### config.mk
export PLATFORM = sky130hd
export DESIGN_NAME = tick_timer
export DESIGN_NICKNAME = d
export VERILOG_FILES = /design/src/rtl/tmr_pkg.sv /design/src/rtl/tmr_trig_ctl.sv /design/src/rtl/tmr_prescaler.sv /design/src/rtl/tmr_core.sv /design/src/rtl/tick_timer.sv
export SDC_FILE = /design/constraint.sdc
export NUM_CORES = 1
export LEC_CHECK = 0
export BUFFER_PORTS_ARGS = -buffer_cell sky130_fd_sc_hd__buf_4
export CORE_AREA = 2 2 70 72
export DETAILED_ROUTE_END_ITERATION = 16
export DIE_AREA = 0 0 72 74
export PLACE_DENSITY = 0.89
export SLEW_MARGIN = 20
export SYNTH_ARGS = -nofsm -noshare
export SYNTH_HDL_FRONTEND = slang
export SYNTH_HIERARCHICAL = 1
export SYNTH_SLANG_ARGS = --single-unit
### constraint.sdc
create_clock -name clk_i -period 3.5 [get_ports clk_i]
set_clock_uncertainty 0.1 [all_clocks]
set_input_delay 0.175 -clock clk_i [delete_from_list [all_inputs] [get_ports clk_i]]
set_output_delay 0.175 -clock clk_i [all_outputs]
set_load 0.02 [all_outputs]
### src/rtl/tmr_pkg.sv
package tmr_pkg;
  typedef enum logic {DIR_UP = 1'b0, DIR_DOWN = 1'b1} dir_e;

  typedef struct packed {
    logic start_on_trig;
    logic stop_on_ovf;
    logic reload_on_trig;
    logic pause_on_trig;
    logic dbg_run;
  } run_cfg_t;
endpackage

### src/rtl/tmr_trig_ctl.sv
module tmr_trig_ctl
  import tmr_pkg::*;
(
  input  logic     clk_i,
  input  logic     rst_ni,
  input  logic     en_i,
  input  logic     trig_i,
  input  logic     dbg_halt_i,
  input  run_cfg_t cfg_i,
  input  logic     wrap_i,
  output logic     active_o,
  output logic     advance_o,
  output logic     reload_o
);
  logic trig_q, started_q, stopped_q;
  logic trig_evt, hold;

  assign trig_evt = trig_i & ~trig_q;

  // running unless stopped, or still waiting for the first trigger edge
  assign active_o = en_i & ~stopped_q &
                    (~cfg_i.start_on_trig | started_q | trig_evt);

  assign hold = (cfg_i.pause_on_trig & trig_i) |
                (dbg_halt_i & ~cfg_i.dbg_run);

  assign advance_o = active_o & ~hold;
  assign reload_o  = en_i & cfg_i.reload_on_trig & trig_evt;

  always_ff @(posedge clk_i or negedge rst_ni) begin
    if (!rst_ni) begin
      trig_q    <= 1'b0;
      started_q <= 1'b0;
      stopped_q <= 1'b0;
    end else begin
      trig_q    <= trig_i;
      started_q <= en_i & (started_q | trig_evt);
      stopped_q <= en_i & (stopped_q | (wrap_i & cfg_i.stop_on_ovf));
    end
  end
endmodule

### src/rtl/tmr_prescaler.sv
module tmr_prescaler #(
  parameter int PS_W = 3
) (
  input  logic            clk_i,
  input  logic            rst_ni,
  input  logic            clear_i,
  input  logic            adv_i,
  input  logic [PS_W-1:0] ps_i,
  output logic            tick_o
);
  localparam int PRE_W = (1 << PS_W) - 1;

  logic [PRE_W-1:0] pre_q;
  logic [PRE_W-1:0] mask;

  for (genvar i = 0; i < PRE_W; i++) begin : g_mask
    assign mask[i] = (i < int'(ps_i));
  end

  assign tick_o = adv_i & ((pre_q & mask) == mask);

  always_ff @(posedge clk_i or negedge rst_ni) begin
    if (!rst_ni)      pre_q <= '0;
    else if (clear_i) pre_q <= '0;
    else if (adv_i)   pre_q <= pre_q + 1'b1;
  end
endmodule

### src/rtl/tmr_core.sv
module tmr_core
  import tmr_pkg::*;
#(
  parameter int CNT_W = 16
) (
  input  logic             clk_i,
  input  logic             rst_ni,
  input  logic             tick_i,
  input  logic             reload_i,
  input  logic             center_i,
  input  logic [CNT_W-1:0] mod_i,
  output logic [CNT_W-1:0] count_o,
  output logic             dir_down_o,
  output logic             wrap_o,
  output logic             ovf_pulse_o
);
  logic [CNT_W-1:0] cnt_q;
  dir_e             dir_q;
  logic             ovf_q;
  logic             at_top, going_down;

  assign going_down = center_i & (dir_q == DIR_DOWN) & (cnt_q != '0);
  assign at_top     = ~going_down & (cnt_q >= mod_i);
  assign wrap_o     = tick_i & ~reload_i & at_top;

  always_ff @(posedge clk_i or negedge rst_ni) begin
    if (!rst_ni) begin
      cnt_q <= '0;
      dir_q <= DIR_UP;
      ovf_q <= 1'b0;
    end else begin
      ovf_q <= wrap_o;
      if (reload_i) begin
        cnt_q <= '0;
        dir_q <= DIR_UP;
      end else if (tick_i) begin
        if (!center_i) begin
          dir_q <= DIR_UP;
          cnt_q <= at_top ? '0 : cnt_q + 1'b1;
        end else if (going_down) begin
          cnt_q <= cnt_q - 1'b1;
          dir_q <= (cnt_q == {{(CNT_W-1){1'b0}}, 1'b1}) ? DIR_UP : DIR_DOWN;
        end else if (at_top) begin
          if (cnt_q == '0) begin
            cnt_q <= '0;
            dir_q <= DIR_UP;
          end else begin
            cnt_q <= cnt_q - 1'b1;
            dir_q <= (cnt_q == {{(CNT_W-1){1'b0}}, 1'b1}) ? DIR_UP : DIR_DOWN;
          end
        end else begin
          cnt_q <= cnt_q + 1'b1;
          dir_q <= DIR_UP;
        end
      end
    end
  end

  assign count_o     = cnt_q;
  assign dir_down_o  = (dir_q == DIR_DOWN);
  assign ovf_pulse_o = ovf_q;
endmodule

### src/rtl/tick_timer.sv
module tick_timer
  import tmr_pkg::*;
#(
  parameter int CNT_W = 16,
  parameter int PS_W  = 3
) (
  input  logic             clk_i,
  input  logic             rst_ni,
  input  logic             en_i,
  input  logic [PS_W-1:0]  ps_i,
  input  logic [CNT_W-1:0] mod_i,
  input  logic             center_i,
  input  logic             trig_i,
  input  logic             start_on_trig_i,
  input  logic             stop_on_ovf_i,
  input  logic             reload_on_trig_i,
  input  logic             pause_on_trig_i,
  input  logic             dbg_run_i,
  input  logic             dbg_halt_i,
  input  logic             ovf_ie_i,
  input  logic             ovf_clr_i,
  output logic [CNT_W-1:0] count_o,
  output logic             dir_down_o,
  output logic             ovf_pulse_o,
  output logic             ovf_flag_o,
  output logic             irq_o
);
  run_cfg_t cfg;
  logic     active, advance, reload, tick, wrap, flag_q;

  assign cfg = '{start_on_trig:  start_on_trig_i,
                 stop_on_ovf:    stop_on_ovf_i,
                 reload_on_trig: reload_on_trig_i,
                 pause_on_trig:  pause_on_trig_i,
                 dbg_run:        dbg_run_i};

  tmr_trig_ctl u_ctl (
    .clk_i, .rst_ni, .en_i, .trig_i, .dbg_halt_i,
    .cfg_i     (cfg),
    .wrap_i    (wrap),
    .active_o  (active),
    .advance_o (advance),
    .reload_o  (reload)
  );

  tmr_prescaler #(.PS_W(PS_W)) u_pre (
    .clk_i, .rst_ni,
    .clear_i (~active | reload),
    .adv_i   (advance & ~reload),
    .ps_i,
    .tick_o  (tick)
  );

  tmr_core #(.CNT_W(CNT_W)) u_core (
    .clk_i, .rst_ni,
    .tick_i      (tick),
    .reload_i    (reload),
    .center_i,
    .mod_i,
    .count_o,
    .dir_down_o,
    .wrap_o      (wrap),
    .ovf_pulse_o
  );

  always_ff @(posedge clk_i or negedge rst_ni) begin
    if (!rst_ni)        flag_q <= 1'b0;
    else if (wrap)      flag_q <= 1'b1;
    else if (ovf_clr_i) flag_q <= 1'b0;
  end

  assign ovf_flag_o = flag_q;
  assign irq_o      = flag_q & ovf_ie_i;
endmodule

==> results.toml <==
[worst_setup_path]
path_max_fanout = 13
r2r_slack_ns = 0.53
path_class = "primary input to register"
r2r-start = "u_ctl/stopped_q"
end_kind = "register"
critPathRequiredTime_ns = 3.61
crit_arrival_ns = 3.25
rr_worst_depth = 12
crit-reg2reg-capture = "u_core/count_o[15]"
start_kind = "primary input"

[floorplan]
core-area_mm2 = 0.00460
die_area_mm2 = 0.00533
chipWidth_um = 72
num_rows = 25
fp.dieH_um = 74
initial_utilization_pct = 53.3
num_io_pins = 52

[pwr]
p_leak_nw = 1.52
peakVddDrop_mv = 0.263
power_density_mw_per_mm2 = 274

[synthesis]
yosysUniqueCellTypes = 58
yosysSeqAreaShare_pct = 29.6
ys_top_cells_by_area = "dfrtp_1 30%, ha_1 10%, nand2_1 5.1%"
synthCells = 297
synth_seq_cells = 29
synth_top_area_share_pct = 29.6
yosys_warnings = 6
syn_area_mm2 = 0.00245
synth-edff-count = 0
synthFlopType = "dfrtp_1"
synth_top_area_cell = "dfrtp_1"
ys_async_sr_fraction_pct = 100
synthTopCellsByCount = "33 x nand2_1, 33 x nor2_1, 29 x dfrtp_1"
synth_fp_nets = 349
avgSynthCellArea_um2 = 8.25

[drt]
wl_um = 6260
ant_nets = 0
wl_per_cell_um = 15.4
drc = 0
first_iter_violations = 257
via_count = 2456
dr.pass1.iters = 5
viasPerCell = 6.05

[timing]
hold_viol = 0
fin_crit_sh_pct = 89.5
slew_violations = 0
rsz0062_at_grt = "false"
fin_ws_ns = 0.366
tightest_slew_ns = 0.469
min_period_ns = 3.13
setup-violations-final = 0
relSlewSlack_pct = 68.5
setup_tns_ns = 0
fmax_mhz = 319

[layout]
drive_above_1_share_pct = 23.6
synthToLayoutAreaGrowth_pct = 22.8
layout.nets = 403
diodes = 0

[grt]
antenna_found_initial = 0
grt_usage_pct = 25.6
grt_pass1_vias = 2271
grt_max_degree = 30
grt_pass1_wl_um = 10700
grt-ovfl-total = 0

[cts]
hold_buffers = 2
cts_setup_buffers = 0
path_clk_slew_ns = 0.07
post_cts_resized = 0
clock_latency_ns = 0.29
cts_tree = "yes"
cts_max_level = 2
root_buffer = "clkbuf_8"
clock_sinks = 29
cts_buffers = 5
clock_path_buffers = 2

[placement]
dp_slack_ns = 0.569
port_buffers = 51
dp_hpwl_um = 4680
gp_congestion = 0.909

[outcome]
outcome = "finished, final reports clean"

[worst_hold_path]
min_to = "u_ctl/started_q"
min_path_cells = 3
hold_class = "primary input to register"
hp-start = "en_i"

[job]
maxCapViolations = 0
## flip-flops by register name, indices dropped and copies added, names as in the netlist
| name | count |
|---|---|
| u_pre/pre_q | 7 |
| u_ctl/stopped_q | 1 |
| ovf_flag_o | 1 |
| u_ctl/started_q | 1 |
| u_ctl/trig_q | 1 |
| u_core/ovf_pulse_o | 1 |
| u_core/count_o | 16 |
| u_core/dir_down_o | 1 |
## worst max-delay path by stage
| stage | to | cells after the start | slack, ns | start |
|---|---|---|---|---|
| 6_report | u_core/count_o[15] | 15 | 0.37 | trig_i |
| 5_1_grt | u_core/count_o[15] | 15 | 0.06 | trig_i |
| 4_1_cts | u_core/count_o[15] | 15 | 0.41 | trig_i |
| 3_5_place_dp | u_core/count_o[15] | 13 | 0.57 | u_ctl/trig_q |
| 3_3_place_gp | u_core/count_o[7] | 10 | 0.67 | u_core/count_o[0] |
| 2_1_floorplan | u_core/count_o[15] | 10 | 0.70 | u_core/count_o[13] |
## stage by stage
stage	std cells	power (W)	hold slack, ns	area, um^2	utilization, %
floorplan	297	0.000450	-0.221	2450	-
global placement	396	0.000512	0.0288	2890	62.8
detailed placement	396	0.000517	0.0298	2890	62.8
CTS	406	0.000831	0.0583	3010	65.4
global route	406	0.000874	0.0512	3010	65.4
finish	406	0.000825	0.0621	3010	65.4
## kinds of logic (layout without fill, tap and decap cells)
family                     count (synthesis)  after routing  synth area share, %
buffers and inverters                     42             97                 8.07
AOI/OAI and AO/OA                         67             67                 20.3
and+or+nand+nor                          127            127                 27.2
adders and majority gates                 20             20                 10.2
muxes                                      4              4                 1.74
xor gates and xnor gates                   8              8                 2.86
DFF                                       29             29                 29.6
## power breakdown
part	internal (W)	switching [W]	leakage, nW
logic	0.0000730	0.0000814	1.07
clock network	0.000178	0.000135	0.0542
registers	0.000343	0.0000158	0.395
total	0.000593	0.000232	1.52
## final cells by class
class | count | area [um^2]
clock buffers | 7 | 96.3
clock inverters | 1 | 5.00
fillers | 392 | 1590
inverters | 26 | 97.6
multi-input cells | 226 | 1530
flip-flops and latches | 29 | 726
well taps | 54 | 67.6
repair buffers | 63 | 490
## per-layer routing
layer	track usage (%)	wire (um)	share of wire (%)	vias to the layer above
met5	0	0	0	-
li1	-	-	-	1179
met3	5.96	477	7.6	5
met4	5.87	51	0.81	0
met1	34.4	2710	43	1153
met2	42.7	3020	48	119
## placed cells by master, fill, tap and decap left out, types with 3 or more instances in the layout
cell and n:
a31oi_1 4, inv_1 26, o21ai_1 3, nor2_1 33
o21ai_0 8, o31ai_1 3, nand2_1 33, nor4_1 3
buf_4 60, o221a_1 3, xor2_1 6, a41oi_1 3
and3_1 6, nand4_1 8, a21oi_1 12, nor3_1 6
clkbuf_8 7, nand3_1 13, nand2b_1 5, a21o_1 6
a221oi_1 7, dfrtp_1 29, ha_1 20
## worst max-delay path, cell delays in order
cell and delay (ns):
dlygate4sd3_1 0.53, buf_4 0.11, nor2b_4 0.14, nor2_2 0.05, a211oi_2 0.22, nor2b_1 0.19, buf_4 0.18, nand2_1 0.06
a211oi_1 0.22, buf_4 0.23, nand2b_1 0.16, nor2_1 0.17, o21a_1 0.42, o21ai_0 0.17, a41oi_1 0.22
Power figures use the tool's default switching activity.
